==> config.mk <==
export PLATFORM = sky130hd
export DESIGN_NAME = win_watchdog
export DESIGN_NICKNAME = d
export VERILOG_FILES = /design/src/rtl/wdg_pkg.sv /design/src/rtl/wdg_prescaler.sv /design/src/rtl/wdg_counter.sv /design/src/rtl/wdg_regs.sv /design/src/rtl/win_watchdog.sv
export SDC_FILE = /design/constraint.sdc
export NUM_CORES = 1
export LEC_CHECK = 0
export CORE_AREA = 5 5 76 78
export DETAILED_ROUTE_END_ITERATION = 16
export DIE_AREA = 0 0 81 83
export DONT_BUFFER_PORTS = 1
export PLACE_DENSITY_LB_ADDON = 0.3
export SYNTH_ARGS = -nofsm -noshare
export SYNTH_HDL_FRONTEND = slang
export SYNTH_SLANG_ARGS = --single-unit
export TNS_END_PERCENT = 10
==> constraint.sdc <==
create_clock -name clk -period 4.8 [get_ports clk]
set_clock_uncertainty 0.2 [all_clocks]
set_input_delay 0.48 -clock clk [delete_from_list [all_inputs] [get_ports clk]]
set_output_delay 0.48 -clock clk [all_outputs]
set_load 0.01 [all_outputs]
==> src/rtl/wdg_pkg.sv <==
package wdg_pkg;
  localparam int AW = 3;
  localparam int DW = 16;
  localparam logic [AW-1:0] A_RELOAD = 3'd0;
  localparam logic [AW-1:0] A_DELTA  = 3'd1;
  localparam logic [AW-1:0] A_CTRL   = 3'd2;
  localparam logic [AW-1:0] A_KEY    = 3'd3;
  localparam logic [AW-1:0] A_SVC    = 3'd4;
  localparam logic [AW-1:0] A_STAT   = 3'd5;
  localparam logic [AW-1:0] A_COUNT  = 3'd6;
  typedef struct packed {
    logic early;
    logic uflow;
  } cause_t;
endpackage

==> src/rtl/wdg_prescaler.sv <==
module wdg_prescaler #(
  parameter int SEL_W = 3
) (
  input  logic             clk,
  input  logic             rst_n,
  input  logic             run,
  input  logic             restart,
  input  logic [SEL_W-1:0] sel,
  output logic             tick
);
  localparam int PW = (1 << SEL_W) - 1;
  logic [PW-1:0] pcnt_q;
  logic [PW-1:0] mask;

  always_comb begin
    mask = '0;
    for (int i = 0; i < PW; i++) begin
      if (i < int'(sel)) mask[i] = 1'b1;
    end
  end

  assign tick = run && !restart && ((pcnt_q & mask) == mask);

  always_ff @(posedge clk or negedge rst_n) begin
    if (!rst_n)       pcnt_q <= '0;
    else if (restart) pcnt_q <= '0;
    else if (run)     pcnt_q <= pcnt_q + 1'b1;
  end
endmodule

==> src/rtl/wdg_counter.sv <==
module wdg_counter #(
  parameter int CW = 12
) (
  input  logic          clk,
  input  logic          rst_n,
  input  logic          en,
  input  logic          tick,
  input  logic          svc,
  input  logic [CW-1:0] reload,
  input  logic [CW-1:0] delta,
  output logic [CW-1:0] cnt,
  output wdg_pkg::cause_t cause,
  output logic          rst_req
);
  logic [CW-1:0] cnt_q;

  assign cause.uflow = en && !svc && tick && (cnt_q == '0);
  assign cause.early = en && svc && (cnt_q > delta);
  assign cnt = cnt_q;

  always_ff @(posedge clk or negedge rst_n) begin
    if (!rst_n) begin
      cnt_q   <= '1;
      rst_req <= 1'b0;
    end else begin
      rst_req <= cause.uflow || cause.early;
      if (!en || svc)   cnt_q <= reload;
      else if (tick)    cnt_q <= (cnt_q == '0) ? reload : cnt_q - 1'b1;
    end
  end
endmodule

==> src/rtl/wdg_regs.sv <==
module wdg_regs
  import wdg_pkg::*;
#(
  parameter int          CW    = 12,
  parameter int          SEL_W = 3,
  parameter logic [15:0] KEY   = 16'h3C96
) (
  input  logic             clk,
  input  logic             rst_n,
  input  logic             wr_en,
  input  logic [AW-1:0]    wr_addr,
  input  logic [DW-1:0]    wr_data,
  input  logic             rd_en,
  input  logic [AW-1:0]    rd_addr,
  output logic [DW-1:0]    rd_data,
  input  logic [CW-1:0]    cnt,
  input  cause_t           cause,
  output logic [CW-1:0]    reload,
  output logic [CW-1:0]    delta,
  output logic [SEL_W-1:0] sel,
  output logic             en,
  output logic             dbg_stop,
  output logic             locked,
  output logic             svc
);
  cause_t stat_q;
  logic   cfg_wr;

  assign cfg_wr = wr_en && !locked;
  assign svc    = wr_en && (wr_addr == A_SVC) && wr_data[0];

  always_ff @(posedge clk or negedge rst_n) begin
    if (!rst_n) begin
      reload   <= '1;
      delta    <= '1;
      sel      <= '0;
      en       <= 1'b0;
      dbg_stop <= 1'b0;
      locked   <= 1'b1;
      stat_q   <= '0;
    end else begin
      if (wr_en && wr_addr == A_KEY) locked <= (wr_data != KEY);
      if (cfg_wr && wr_addr == A_RELOAD) reload <= wr_data[CW-1:0];
      if (cfg_wr && wr_addr == A_DELTA)  delta  <= wr_data[CW-1:0];
      if (cfg_wr && wr_addr == A_CTRL) begin
        en       <= en | wr_data[0];
        dbg_stop <= wr_data[1];
        sel      <= wr_data[2 +: SEL_W];
      end
      stat_q <= ((rd_en && rd_addr == A_STAT) ? cause_t'(2'b00) : stat_q) | cause;
    end
  end

  always_comb begin
    rd_data = '0;
    case (rd_addr)
      A_RELOAD: rd_data = DW'(reload);
      A_DELTA:  rd_data = DW'(delta);
      A_CTRL:   rd_data = DW'({sel, dbg_stop, en});
      A_KEY:    rd_data = DW'(locked);
      A_STAT:   rd_data = DW'(stat_q);
      A_COUNT:  rd_data = DW'(cnt);
      default:  rd_data = '0;
    endcase
  end
endmodule

==> src/rtl/win_watchdog.sv <==
module win_watchdog
  import wdg_pkg::*;
#(
  parameter int          CW    = 12,
  parameter int          SEL_W = 3,
  parameter logic [15:0] KEY   = 16'h3C96
) (
  input  logic          clk,
  input  logic          rst_n,
  input  logic          wr_en,
  input  logic [AW-1:0] wr_addr,
  input  logic [DW-1:0] wr_data,
  input  logic          rd_en,
  input  logic [AW-1:0] rd_addr,
  output logic [DW-1:0] rd_data,
  input  logic          dbg_halt,
  output logic          rst_req
);
  logic [CW-1:0]    reload, delta, cnt;
  logic [SEL_W-1:0] sel;
  logic             en, dbg_stop, locked, svc, tick, run;
  cause_t           cause;

  assign run = en && !(dbg_halt && dbg_stop);

  wdg_regs #(.CW(CW), .SEL_W(SEL_W), .KEY(KEY)) u_regs (
    .clk(clk), .rst_n(rst_n), .wr_en(wr_en), .wr_addr(wr_addr), .wr_data(wr_data),
    .rd_en(rd_en), .rd_addr(rd_addr), .rd_data(rd_data), .cnt(cnt), .cause(cause),
    .reload(reload), .delta(delta), .sel(sel), .en(en), .dbg_stop(dbg_stop),
    .locked(locked), .svc(svc)
  );

  wdg_prescaler #(.SEL_W(SEL_W)) u_presc (
    .clk(clk), .rst_n(rst_n), .run(run), .restart(svc || !en), .sel(sel), .tick(tick)
  );

  wdg_counter #(.CW(CW)) u_cnt (
    .clk(clk), .rst_n(rst_n), .en(en), .tick(tick), .svc(svc), .reload(reload),
    .delta(delta), .cnt(cnt), .cause(cause), .rst_req(rst_req)
  );
endmodule

==> summary.txt <==
Placed design
  – Placed cells: 393
  – Gpl congestion: 0.837
  – # port buffers: 0
  – HPWL after detailed placement: 5540 um

Timing
  – Fmax: 359 MHz
  – Minimum clock period: 2780 ps
  – WHS: 62.9 ps
  – Unrepaired setup endpoints after global routing: false
  – Setup violators final: 0
  – Worst-Margin Slew: 1110 ps
  – Slew headroom: 25.4%
  – Final Hold Fails: 0
  – Fin crit share: 58.0%
  – Final Slew Violations: 0
  – Setup TNS: 0 ps

Hold path
  – Worst hold path type: primary input to flip-flop

Synthesis
  – Post-synthesis async set-or-reset flop share: 100%
  – Seq/Total Area, Yosys: 40.9%
  – Synth top cells by count: dfstp_2, nand2_1, mux2_2
  – Yosys top cell area share: 29.5%
  – Post-synthesis cell type with the largest combined area: dfstp_2
  – Top FF cell, synth: dfstp_2
  – Count leader, synth: dfstp_2
  – Post-synth EDFFs: 0
  – Synth warn: 0
  – Syn Inst Count: 338
  – Flops & latches, synth: 52
  – Largest cells by area after synthesis: dfstp_2, dfrtp_1, mux2_2, ha_1, nand2_1
  – Number of distinct library cells after synthesis: 55
  – Area of the mapped netlist: 0.00329 mm2
  – Mean Syn Cell Area: 9.74 um2

Clock tree
  – Root buf cell: clkbuf_8
  – Clock sink count: 52
  – CTS tree: yes
  – Cells resized by post-CTS repair: 0
  – Skew-Pair Late Insertion Delay: 310 ps
  – Clk buf depth: 2
  – Setup Buffers After CTS: 0
  – Cts bufs inserted: 5
  – Clk pin slew, worst setup/hold paths: 110 ps
  – H-tree depth: 2
  – Hold buffers post-CTS: 2

Power and ir drop
  – Peak VDD IR: 236 uV
  – PwrDens: 215 mW/mm2
  – Total power: 0.737 mW
  – LEAKAGE: 1.36 nW

Worst setup path
  – Reg2Reg Depth: 8
  – Crit path depth: 8
  – CP max-delay cell: nor2b_2
  – CP peak stage delay: 910 ps
  – Worst Path Max Fanout: 26
  – Cell repeated most along the worst path: nand4_1
  – Required time of the critical path: 4830 ps
  – Crit path from: u_cnt.cnt[0]
  – R2R Path End: u_cnt.cnt[7]
  – CP Cell Sequence: inv_1, ha_1, nand4_1, nor2b_2, buf_4, nand4_1, o21ai_1, a21oi_1
  – WS Path Type: flip-flop to flip-flop
  – Critical path's top delay family: simple AND/OR/NAND/NOR gates
  – R2r setup slk: 2020 ps
  – Crit end category: flip-flop
  – Crit path arrival time: 2810 ps
  – Crit path to: u_cnt.cnt[7]
  – R2R Path Start: u_cnt.cnt[0]
  – Bufs and invs on worst path: 2
  – Critical Path Source Type: flip-flop

Detailed routing
  – Vias: 2505
  – Vias per cell: 6.22
  – Drt first-iter violations: 221
  – DR pass1 iterations: 4
  – Post-Route WL: 7490 um
  – ANT nets after route: 0
  – DRC: 0
  – WL/cell: 18.6 um

Floorplanning
  – Die height: 83 um
  – Starting Density: 65.7%
  – Io pins: 44
  – Core box area: 0.00501 mm2
  – Die X-Extent: 81 um
  – Die Footprint: 0.00672 mm2
  – Site row count: 26

Global routing
  – Initial antenna violation count: 0
  – First-pass GRT wire length: 12300 um
  – Pin count of the biggest net entering global routing: 53
  – Congestion Overflow GR: 0
  – Vias in the first global route: 2339
  – GRT Overall Usage: 23.5%

Final layout
  – Fin cells: 403
  – Final Net Count: 374
  – Antenna fix cells: 0
  – Final core utilization: 68.4%
  – Share of cells above drive strength 1: 29.7%
  – P&R area growth vs syn: 4.07%

Run status
  – Outcome: complete, no violations

Flow run
  – Max-Cap Viols: 0
worst register-to-register path, stage by stage (launching register included):
cell and delay, ps:
dfstp_2 590, inv_1 90, ha_1 200, nand4_1 110, nor2b_2 910, buf_4 330
nand4_1 100, o21ai_1 80, a21oi_1 80
metrics by stage:
step / worst slack, ps / instance area [um2]
after floorplan: 2630 / 3300
after global placement: 2090 / 3290
after detailed placement: 2010 / 3290
after CTS: 2000 / 3430
after global routing: 1810 / 3430
final: 2020 / 3430
power by group:
group	leakage, nW	switching [mW]	internal, mW	total [mW]
sequential	0.592	0.0000728	0.440	0.440
clock	0.0491	0.163	0.108	0.270
combinational	0.715	0.0184	0.00869	0.0271
total	1.36	0.181	0.556	0.737
per-layer routing:
| metal | routed length, um | global-route usage [%] | up-vias |
|---|---|---|---|
| li1 | - | - | 1193 |
| met1 | 3280 | 34.5 | 1215 |
| met2 | 3520 | 35.2 | 91 |
| met3 | 628 | 6.28 | 6 |
| met4 | 60 | 4.61 | 0 |
| met5 | 0 | 0 | - |
kinds of logic (layout without fill, tap and decap cells):
kind of cell	Yosys count	in the layout	synth area share, %
other	1	4	0.114
AO/OA/AOI/OAI	88	88	18.1
flip-flops	52	52	40.9
multiplexers	32	32	10.8
XOR/XNOR	5	5	1.33
buffers and inverters	39	31	5.62
adder cells (fa/ha/maj)	15	15	5.70
AND/OR/NAND/NOR	106	106	17.4
cells in the final DEF (no fill, tap or decap), types with 3 or more instances in the layout:
| cell type | count |
|---|---|
| and2_1 | 3 |
| nand2_1 | 34 |
| xor2_1 | 3 |
| a21oi_2 | 7 |
| o21ai_1 | 7 |
| ha_1 | 15 |
| nand3_2 | 7 |
| nor3_1 | 3 |
| a22oi_1 | 10 |
| mux2_1 | 5 |
| nor2_1 | 17 |
| nand3_1 | 8 |
| inv_1 | 19 |
| nor2b_1 | 4 |
| mux2_2 | 23 |
| conb_1 | 4 |
| nand4_1 | 9 |
| clkbuf_8 | 5 |
| nor4_1 | 4 |
| mux2i_1 | 4 |
| dfrtp_1 | 15 |
| a21oi_1 | 22 |
| dfstp_2 | 37 |
| o21ai_0 | 17 |
| nand2b_1 | 6 |
| o21ai_2 | 7 |
sequential cells by signal (all words and copies together), names as in the netlist:
signal	flops
u_regs.sel	3
u_regs.locked	1
u_regs.dbg_stop	1
u_cnt.cnt	12
u_regs.stat_q	2
u_presc.pcnt_q	7
u_cnt.rst_req	1
u_regs.reload	12
u_regs.delta	12
u_regs.en	1
final cells by class:
class | instances | area, um2
Multi-Input combinational cell | 250 | 1780
Clock inverter | 3 | 26.3
Fill cell | 398 | 1580
Sequential cell | 52 | 1350
Inverter | 20 | 75.1
Tap cell | 70 | 87.6
Clock buffer | 5 | 68.8
Timing Repair Buffer | 3 | 45.0
worst min-delay path by stage:
| stage | startpoint | endpoint | depth (start not counted) |
|---|---|---|---|
| floorplan | rst_n | u_cnt.rst_req | 0 |
| global placement | rst_n | u_presc.pcnt_q[5] | 0 |
| detailed placement | rst_n | u_presc.pcnt_q[6] | 0 |
| CTS | wr_data[1] | u_regs.reload[1] | 2 |
| global route | wr_data[1] | u_regs.reload[1] | 2 |
| finish | wr_data[1] | u_regs.reload[1] | 2 |
No activity file was read; power rests on OpenSTA's default activity.
